==> src/rtl/cs_pkg.sv <==
package cs_pkg;

  localparam int NLVL      = 4;
  localparam int PH_W      = 3;
  localparam int PH_LAST   = 7;
  localparam int PH_SAMPLE = 3;
  localparam int PH_WRITE  = 6;

  // how a level decides to take the I/O bus into the buffer register
  typedef enum logic [1:0] {
    EM_GATED  = 2'd0,
    EM_STROBE = 2'd1,
    EM_NEVER  = 2'd2,
    EM_ALWAYS = 2'd3
  } entry_mode_e;

  typedef enum logic [1:0] {
    LD_IDLE = 2'd0,
    LD_REQ  = 2'd1,
    LD_HOLD = 2'd2
  } ld_state_e;

  function automatic entry_mode_e level_mode(input int lvl);
    case (lvl)
      0:       return EM_GATED;
      1:       return EM_STROBE;
      2:       return EM_NEVER;
      default: return EM_ALWAYS;
    endcase
  endfunction

endpackage

==> src/rtl/cs_prio_pick.sv <==
module cs_prio_pick #(
  parameter int N = 4
) (
  input  logic [N-1:0] req_i,
  output logic [N-1:0] gnt_o,
  output logic         any_o
);

  always_comb begin
    gnt_o = '0;
    for (int i = N - 1; i >= 0; i--) begin
      if (req_i[i]) gnt_o = N'(1) << i;
    end
  end

  assign any_o = |req_i;

endmodule

==> src/rtl/cs_phase_seq.sv <==
module cs_phase_seq
  import cs_pkg::*;
(
  input  logic            clk,
  input  logic            rst_n,
  input  logic            start_i,
  output logic            busy_o,
  output logic [PH_W-1:0] phase_o,
  output logic            last_o
);

  logic            busy_q, busy_d;
  logic [PH_W-1:0] phase_q, phase_d;

  assign last_o = busy_q && (phase_q == PH_W'(PH_LAST));

  always_comb begin
    busy_d  = busy_q;
    phase_d = phase_q;
    if (!busy_q) begin
      if (start_i) begin
        busy_d  = 1'b1;
        phase_d = '0;
      end
    end else if (last_o) begin
      busy_d  = 1'b0;
      phase_d = '0;
    end else begin
      phase_d = phase_q + PH_W'(1);
    end
  end

  always_ff @(posedge clk or negedge rst_n) begin
    if (!rst_n) begin
      busy_q  <= 1'b0;
      phase_q <= '0;
    end else begin
      busy_q  <= busy_d;
      phase_q <= phase_d;
    end
  end

  assign busy_o  = busy_q;
  assign phase_o = phase_q;

endmodule

==> src/rtl/cs_entry_decode.sv <==
module cs_entry_decode
  import cs_pkg::*;
(
  input  logic [NLVL-1:0] grant_i,
  input  logic            at_x3_i,
  input  logic            gate_i,
  input  logic            strobe_i,
  output logic            sample_o
);

  logic [NLVL-1:0] hit;

  for (genvar l = 0; l < NLVL; l++) begin : g_lvl
    if (level_mode(l) == EM_GATED) begin : g_gated
      assign hit[l] = grant_i[l] & at_x3_i & gate_i;
    end else if (level_mode(l) == EM_STROBE) begin : g_strobe
      assign hit[l] = grant_i[l] & at_x3_i & strobe_i;
    end else if (level_mode(l) == EM_NEVER) begin : g_never
      assign hit[l] = grant_i[l] & at_x3_i & 1'b0;
    end else begin : g_always
      assign hit[l] = grant_i[l] & at_x3_i;
    end
  end

  assign sample_o = |hit;

endmodule

==> src/rtl/cs_loader.sv <==
module cs_loader
  import cs_pkg::*;
#(
  parameter int AW       = 16,
  parameter int DW       = 16,
  parameter int HOLD_CYC = 3
) (
  input  logic          clk,
  input  logic          rst_n,
  input  logic          valid_i,
  input  logic [AW-1:0] addr_i,
  input  logic [DW-1:0] data_i,
  input  logic          last_i,
  input  logic          cyc_done_i,
  output logic          ready_o,
  output logic          done_o,
  output logic          lreq_o,
  output logic [AW-1:0] laddr_o,
  output logic [DW-1:0] ldata_o
);

  localparam int CW = $clog2(HOLD_CYC + 1);

  ld_state_e     st_q, st_d;
  logic [CW-1:0] cnt_q, cnt_d;
  logic [AW-1:0] addr_q;
  logic [DW-1:0] data_q;
  logic          last_q;
  logic          done_q, done_d;
  logic          cap;

  always_comb begin
    st_d   = st_q;
    cnt_d  = cnt_q;
    done_d = done_q;
    cap    = 1'b0;
    case (st_q)
      LD_IDLE: begin
        if (valid_i) begin
          st_d   = LD_REQ;
          cap    = 1'b1;
          done_d = 1'b0;
        end
      end
      LD_REQ: begin
        if (cyc_done_i) begin
          st_d  = LD_HOLD;
          cnt_d = CW'(HOLD_CYC - 1);
          if (last_q) done_d = 1'b1;
        end
      end
      LD_HOLD: begin
        if (cnt_q == '0) st_d = LD_IDLE;
        else             cnt_d = cnt_q - CW'(1);
      end
      default: st_d = LD_IDLE;
    endcase
  end

  always_ff @(posedge clk or negedge rst_n) begin
    if (!rst_n) begin
      st_q   <= LD_IDLE;
      cnt_q  <= '0;
      done_q <= 1'b0;
    end else begin
      st_q   <= st_d;
      cnt_q  <= cnt_d;
      done_q <= done_d;
    end
  end

  always_ff @(posedge clk or negedge rst_n) begin
    if (!rst_n) begin
      addr_q <= '0;
      data_q <= '0;
      last_q <= 1'b0;
    end else if (cap) begin
      addr_q <= addr_i;
      data_q <= data_i;
      last_q <= last_i;
    end
  end

  assign ready_o = (st_q == LD_IDLE);
  assign lreq_o  = (st_q == LD_REQ);
  assign done_o  = done_q;
  assign laddr_o = addr_q;
  assign ldata_o = data_q;

endmodule

==> src/rtl/cs_steal_front.sv <==
module cs_steal_front
  import cs_pkg::*;
#(
  parameter int AW        = 16,
  parameter int DW        = 16,
  parameter int HOLD_CYC  = 3,
  parameter bit L1_ALWAYS = 1'b0
) (
  input  logic            clk,
  input  logic            rst_n,
  input  logic [NLVL-1:0] req_i,
  input  logic [NLVL-1:0] addr_drv_i,
  input  logic            file_gate_i,
  input  logic            ent_strobe_i,
  input  logic [DW-1:0]   iobus_i,
  input  logic [AW-1:0]   ext_addr_i,
  input  logic            ld_valid_i,
  input  logic [AW-1:0]   ld_addr_i,
  input  logic [DW-1:0]   ld_data_i,
  input  logic            ld_last_i,
  output logic            ld_ready_o,
  output logic            ld_done_o,
  output logic            lreq_o,
  output logic [AW-1:0]   laddr_o,
  output logic [DW-1:0]   ldata_o,
  output logic [NLVL-1:0] grant_o,
  output logic            busy_o,
  output logic [PH_W-1:0] phase_o,
  output logic            entry_sample_o,
  output logic [DW-1:0]   sbr_o,
  output logic [AW-1:0]   mem_addr_o,
  output logic            mem_we_o,
  output logic            bus_err_o
);

  // reset release synchroniser
  logic rs1_q, rst_sync_n;
  always_ff @(posedge clk or negedge rst_n) begin
    if (!rst_n) begin
      rs1_q      <= 1'b0;
      rst_sync_n <= 1'b0;
    end else begin
      rs1_q      <= 1'b1;
      rst_sync_n <= rs1_q;
    end
  end

  logic [NLVL-1:0] req_all, pick;
  logic            any_req, start, busy, last, at_x3, es;
  logic [PH_W-1:0] phase;
  logic [NLVL-1:0] grant_q, grant_d;
  logic            lreq, ld_cyc_done, loader_own, l1_strobe;
  logic [AW-1:0]   laddr;
  logic [DW-1:0]   ldata, data_mux;
  logic [DW-1:0]   sbr_q;
  logic            wr_q, wr_d, err_q, err_d;
  logic [NLVL-1:0] drv_all;

  assign req_all = req_i | (NLVL'(lreq) << 1);

  cs_prio_pick #(.N(NLVL)) u_pick (
    .req_i (req_all),
    .gnt_o (pick),
    .any_o (any_req)
  );

  assign start = !busy && any_req;

  cs_phase_seq u_seq (
    .clk     (clk),
    .rst_n   (rst_sync_n),
    .start_i (start),
    .busy_o  (busy),
    .phase_o (phase),
    .last_o  (last)
  );

  always_comb begin
    grant_d = grant_q;
    if (start)     grant_d = pick;
    else if (last) grant_d = '0;
  end

  always_ff @(posedge clk or negedge rst_sync_n) begin
    if (!rst_sync_n) grant_q <= '0;
    else             grant_q <= grant_d;
  end

  assign loader_own  = lreq && grant_q[1];
  assign ld_cyc_done = grant_q[1] && last;

  cs_loader #(.AW(AW), .DW(DW), .HOLD_CYC(HOLD_CYC)) u_ld (
    .clk        (clk),
    .rst_n      (rst_sync_n),
    .valid_i    (ld_valid_i),
    .addr_i     (ld_addr_i),
    .data_i     (ld_data_i),
    .last_i     (ld_last_i),
    .cyc_done_i (ld_cyc_done),
    .ready_o    (ld_ready_o),
    .done_o     (ld_done_o),
    .lreq_o     (lreq),
    .laddr_o    (laddr),
    .ldata_o    (ldata)
  );

  assign at_x3     = busy && (phase == PH_W'(PH_SAMPLE));
  assign l1_strobe = ent_strobe_i | L1_ALWAYS | loader_own;

  cs_entry_decode u_dec (
    .grant_i  (grant_q),
    .at_x3_i  (at_x3),
    .gate_i   (file_gate_i),
    .strobe_i (l1_strobe),
    .sample_o (es)
  );

  assign data_mux = loader_own ? ldata : iobus_i;

  always_comb begin
    wr_d = wr_q;
    if (start)   wr_d = 1'b0;
    else if (es) wr_d = 1'b1;
  end

  assign drv_all = addr_drv_i | (NLVL'(loader_own) << 1);
  assign err_d   = busy && |(drv_all & ~grant_q);

  always_ff @(posedge clk or negedge rst_sync_n) begin
    if (!rst_sync_n) begin
      wr_q  <= 1'b0;
      err_q <= 1'b0;
    end else begin
      wr_q  <= wr_d;
      err_q <= err_d;
    end
  end

  always_ff @(posedge clk or negedge rst_sync_n) begin
    if (!rst_sync_n) sbr_q <= '0;
    else if (es)     sbr_q <= data_mux;
  end

  assign grant_o        = grant_q;
  assign busy_o         = busy;
  assign phase_o        = phase;
  assign entry_sample_o = es;
  assign sbr_o          = sbr_q;
  assign mem_we_o       = busy && (phase == PH_W'(PH_WRITE)) && wr_q;
  assign mem_addr_o     = !busy ? '0 : (loader_own ? laddr : ext_addr_i);
  assign bus_err_o      = err_q;
  assign lreq_o         = lreq;
  assign laddr_o        = laddr;
  assign ldata_o        = ldata;

endmodule

==> config.mk <==
export PLATFORM = sky130hd
export DESIGN_NAME = cs_steal_front
export DESIGN_NICKNAME = d
export VERILOG_FILES = /design/src/rtl/cs_pkg.sv /design/src/rtl/cs_prio_pick.sv /design/src/rtl/cs_phase_seq.sv /design/src/rtl/cs_entry_decode.sv /design/src/rtl/cs_loader.sv /design/src/rtl/cs_steal_front.sv
export SDC_FILE = /design/constraint.sdc
export NUM_CORES = 1
export LEC_CHECK = 0
export BUFFER_PORTS_ARGS = -buffer_cell sky130_fd_sc_hd__buf_2
export CAP_MARGIN = 20
export CORE_ASPECT_RATIO = 1.5
export CORE_MARGIN = 4
export CORE_UTILIZATION = 47
export CTS_CLUSTER_DIAMETER = 100
export DETAILED_ROUTE_END_ITERATION = 6
export GPL_ROUTABILITY_DRIVEN = 0
export PLACE_DENSITY_LB_ADDON = 0.08
export SETUP_SLACK_MARGIN = 0.3
export SLEW_MARGIN = 20
export SYNTH_ARGS = -nofsm -noshare
export SYNTH_HDL_FRONTEND = slang
export SYNTH_SLANG_ARGS = --single-unit
==> constraint.sdc <==
create_clock -name clk -period 2.45 [get_ports clk]
set_input_delay 0.245 -clock clk [delete_from_list [all_inputs] [get_ports clk]]
set_output_delay 0.245 -clock clk [all_outputs]
set_load 0.02 [all_outputs]
; ---- Yosys cells after proc, flatten, opt, wreduce, memory -nomap -nowiden
; Cells that the tools add are included.
[op_classes]
addsub = 2
n_eq_ne = 10
mux = 29
n_bitwise = 10
n_reduce_logical = 22
[ops]
columns = operator, count
row1 = 16-bit two-way mux, 3
row2 = 4-bit two-way mux, 6
row3 = 1-bit two-way mux, 10
row4 = 2-bit nonzero test, 5
row5 = 3-bit two-way mux, 3
row6 = 1-bit logical AND, 8
row7 = 2-bit two-way mux, 4
row8 = 4-bit by 2-bit bitwise OR with 4-bit output, 2
row9 = 4-bit OR reduction, 2
row10 = "3-bit equality test, second input constant", 2
row11 = "2-bit by 1-bit != test with 1-bit output, second input constant", 3
row12 = 2-bit case mux with 3 select lines, 1
row13 = 3-bit AND reduction, 2
row14 = 1-bit bitwise AND, 5
row15 = 4-bit bitwise AND, 1
row16 = 2-bit logical NOT, 2
row17 = "2-bit != test, second input constant", 2
row18 = 4-bit NOT, 1
row19 = 2-bit case mux with 2 select lines, 1
row20 = 4-bit AND reduction, 1
row21 = "3-bit by 1-bit adder with 3-bit output, second input constant", 1
row22 = "3-bit by 2-bit equality test with 1-bit output, second input constant", 1
row23 = 3-bit OR reduction, 1
row24 = "2-bit by 1-bit equality test with 1-bit output, second input constant", 1
row25 = other kinds (5), 5
[totals]
ff_bits = 66
input_bits = 78
out_inout_bits = 78
elab_cells = 87

; ---- Longest topological paths before layout
[depth]
ltp_word = 7
depth_mapped = 7
depth_no_buf = 5

; ---- Modules after synthesis
; Synthesis repeated with hierarchy kept, for this count alone.
[hier_totals]
cells_unflattened = 301
area_unflattened_um2 = 3587.2
[by_module_without_submodules]
columns = mod, n_inst, cells_each, area_per_inst_um2, seq_area_each_um2
row1 = cs_steal_front, 1, 180, 1667.8, 600.6
row2 = cs_loader, 1, 98, 1656.6, 950.9
row3 = cs_phase_seq, 1, 16, 201.4, 100.1
row4 = cs_prio_pick, 1, 5, 40.0, 0.0
row5 = cs_entry_decode, 1, 2, 21.3, 0.0

; ---- Worst setup path before layout
; OpenSTA, ideal clock, no wires.
[synth_timing]
path_kind = register to output
from = reg grant_q[1] (netlist: grant_o[1])
to = out mem_addr_o[10]
t_arrival_ns = 1.607
required_time_ns = 2.205
path_slack_ns = 0.598
stages_incl_launch_ff = 5
n_path_buf = 1
path_cell_list = dfrtp_1 nand3b_2 clkbuf_1 nand2_1 a21boi_0
[synth_via]
elab_chain_cells = 3
[synth_lines]
columns = element, line
row1 = start: declaration, cs_steal_front.sv:51  ; logic [NLVL-1:0] grant_q, grant_d;
row2 = start signal: assignment, cs_steal_front.sv:86  ; else grant_q <= grant_d;
row3 = 1-bit logical AND, cs_steal_front.sv:89  ; assign loader_own = lreq && grant_q[1];
row4 = 16-bit two-way mux (2 in series), cs_steal_front.sv:150  ; assign mem_addr_o = !busy ? '0 : (loader_own ? laddr : ext_addr_i);
row5 = end: declaration, cs_steal_front.sv:31  ; output logic [AW-1:0] mem_addr_o,
; Every way passes these cells.

; ---- Final worst setup path
[layout_timing]
from = reg grant_q[1] (netlist: grant_o[1])
to = out mem_addr_o[4]
; The elaborated chain is that of the path after synthesis.

==> results.md <==
| Quantity | Value |
| --- | --- |
| Run status | finished, final reports clean |
| Floorplan row count | 37 |
| Final critical-path setup slack | 494 ps |
| Portion of netlist area occupied by mux cells | 11.0% |
| Startpoint of the lowest-slack hold path | req_i[2] |
| Post-synthesis share of cell area spent on xor and xnor gates | 0% |
| Post-DP HPWL | 6510 µm |
| Proportion of layout cells with a drive suffix above 1 | 51.0% |
| Sequential cell fraction of total power | 32.9% |
| Gate count after technology mapping | 293 |
| Mapped Nets | 376 |
| I/O pin count | 156 |
| Number of vias per cell | 5.35 |
| PnR Total Power | 5.91 mW |
| Final wirelength | 8860 µm |
| Number of nets in the layout | 533 |
| Cell count after placement | 515 |
| Register clock-pin slew on the reported worst setup and hold paths | 70 ps |
| Port buffer count | 155 |
| Clk pwr share | 17.2% |
| Total negative slack for setup checks | 0 ps |
| Setup Slack @ Placement | 662 ps |
| Number of antenna violations at the first check in global routing | 0 |
| Overflow left after global routing | 0 |
| Post-synth ARST share | 100% |
| Endpoint class of the critical path | output pin |
| Root buffer cell | clkbuf_8 |
| Average cell area after synthesis | 11.5 µm² |
| Maximum number of pins on one net before global-route repair | 48 |
| Internal power | 3.41 mW |
| Critical Path AT | 1710 ps |
| Worst-case clock buffer depth | 2 |
| Critical Path Start | grant_o[1] |
| Number of library cell types mapped by synthesis | 42 |
| Inserted Clock Buffers | 9 |
| Kind of critical path | flop to output pin |
| Highest net fanout along the worst path | 32 |
| Routed wire length per instance | 16.6 µm |
| Number of detailed-routing iterations run before antenna repair | 4 |
| Synth warn | 0 |
| Via count of the first global-routing pass | 2,847 |
| Main combinational cell family by area after synthesis | compound AO/OA/AOI/OAI gates |
| Simple-gate area share of the yosys netlist | 14.3% |
| Max Fclk | 0.511 GHz |
| Starting Density | 48.8% |
| Power share of the combinational group | 49.9% |
| Clk Latency, worst-skew pair | 350 ps |
| RR Startpoint | u_seq.phase_o[1] |
| Number of sinks handled by clock tree synthesis | 66 |
| VDD IR-drop max | 705 µV |
| Global-route total usage across every layer | 21.1% |
| TritonCTS clock tree | done |
| Hold crit path type | input pin to flop |
| DRT antenna net count | 0 |
| Count of antenna diodes in the layout | 0 |
| Switching share of power | 42.3% |
| Synth Area in Compound Gates | 18.6% |
| Adder-cell share of the synthesized area | 1.86% |
| Final hold violation count | 0 |
| Mapped Area | 0.00337 mm² |
| Max Cap Viol | 0 |
| Wire length of the first global-routing pass | 14,300 µm |
| Area of the placeable core | 0.00690 mm² |
| FF+latch count, synth | 66 |
| Dominant synthesized flop cell | dfrtp_1 |
| Post-layout instance count excluding filler cells | 533 |
| Post-layout min period | 1960 ps |
| Layout Area Growth over Synthesis | 32.7% |
| Leakage | 2.17 nW |
| Clock Skews | 9.17 ps |
| Floorplan die area | 0.00862 mm² |
| Sequential share of the synthesized area | 49.0% |
| Switching pwr | 2.50 mW |
| H-tree levels | 3 |
| Width of the chip | 77.1 µm |
| DRC violation count after routing | 0 |
| Fin crit share | 79.8% |
| Category of the worst setup path launch point | flop |
| Iteration-0 DRC count of the detailed router | 176 |
| Final setup violation count | 0 |
| RSZ-0062 raised after global routing | no |
| Pwr per Cell Area | 1320 mW/mm² |
| Required time worst endpoint | 2200 ps |
| Worst hold slack after final layout | 114 ps |
| Fin. max-slew vios | 0 |
| Routed via count | 2,853 |
| Post-synth EDFFs | 0 |
| Vertical die dimension | 112 µm |
-- flip-flops by register name, indices dropped and copies added, names as in the netlist --
| signal | count |
|---|---|
| sbr_o | 16 |
| u_ld.laddr_o | 16 |
| u_ld.ldata_o | 16 |
| grant_o | 4 |
| u_seq.phase_o | 3 |
| u_ld.cnt_q | 2 |
| u_ld.st_q | 2 |
| bus_err_o | 1 |
| rs1_q | 1 |
| rst_sync_n | 1 |
| u_ld.done_o | 1 |
| u_ld.last_q | 1 |
| u_seq.busy_o | 1 |
| wr_q | 1 |
-- final cells by class --
type | instances | area, µm²
Inverter | 12 | 45.0
Clock buffer | 11 | 141
Tap cell | 78 | 97.6
Clock inverter | 5 | 77.6
Sequential cell | 66 | 1650
Multi-Input combinational cell | 192 | 1550
Timing Repair Buffer | 169 | 903
Fill cell | 577 | 2430
-- synth_stat cells, types with 2 or more instances --
cell | n | area share (%)
dfrtp_1 | 66 | 49
nand2_1 | 42 | 4.7
mux2_2 | 33 | 11
o31ai_1 | 19 | 4.2
a21boi_0 | 17 | 3.8
nand4bb_1 | 16 | 5.3
inv_1 | 11 | 1.2
clkbuf_1 | 9 | 1.0
a2bb2oi_1 | 8 | 2.1
a2bb2oi_2 | 8 | 3.6
buf_2 | 7 | 1.0
nor2_1 | 7 | 0.78
o21ai_0 | 6 | 0.89
ha_1 | 5 | 1.9
buf_4 | 4 | 0.89
a21oi_1 | 3 | 0.45
nand4_1 | 3 | 0.56
and3_1 | 2 | 0.37
buf_6 | 2 | 0.67
o21a_1 | 2 | 0.45
o22ai_1 | 2 | 0.37
-- worst max-delay path, stage by stage, from the launching register on --
cell      delay, ps
dfrtp_2         430
and3b_1         210
buf_8           240
nand2_1          80
a21boi_0        200
buf_2           210
-- repair_timing --
item / 4_1_cts / 5_1_grt
pin swaps: 1 / 0
hold buffers: 1 / 0
buffers inserted: 1 / 0
endpoints found under the setup margin: 1 / 11
resized for setup: 0 / 3
hold endpoints to repair: 2 / 0
-- per-stage QoR --
stage                     util (%)  area (µm²)
after floorplan                  -        3370
after global placement        61.3        4230
after detailed placement      61.3        4230
after CTS                     64.7        4460
after global routing          64.8        4470
final                         64.8        4470
-- cells by family after synthesis --
family,count (synthesis)
buffers and inverters,35
muxes,33
adders and majority gates,5
and+or+nand+nor,80
AOI/OAI and AO/OA,73
other,1
DFF,66
-- layer usage --
| metal | track usage (%) | vias up | wire length [µm] |
|---|---|---|---|
| li1 | - | 1381 | - |
| met1 | 25.2 | 1354 | 3670 |
| met2 | 36.2 | 109 | 4520 |
| met3 | 5.66 | 9 | 541 |
| met4 | 7.48 | 0 | 126 |
| met5 | 0 | - | 0 |
-- worst paths after layout --
path / depth (start not counted) / slack, ps / endpoint
max in group asynchronous: 1 / 1640 / u_ld.laddr_o[11]
min reg2reg: 0 / 210 / u_ld.ldata_o[11]
max reg2reg: 7 / 710 / wr_q
min: 2 / 110 / grant_o[3]
max: 5 / 490 / mem_addr_o[4]
min in group asynchronous: 2 / 180 / rst_sync_n
-- placed cells by master, fill, tap and decap left out, types with 10 or more instances in the layout --
cell         n
mux2_2      33
buf_4       11
buf_2      155
nand4bb_1   16
a21boi_0    17
nand2_1     42
o31ai_1     19
inv_1       11
clkbuf_8    10
dfrtp_1     64
-- power by group through the flow --
stage	Sequential (mW)	Combinational [mW]	Clock, mW
after global placement	1.95	2.91	0
final	1.95	2.95	1.01
after CTS	1.95	2.97	1.03
after detailed placement	1.97	2.96	0
after global routing	2.03	3.17	1.09
after floorplan	2.50	1.44	0
No activity file was read; power rests on OpenSTA's default activity.
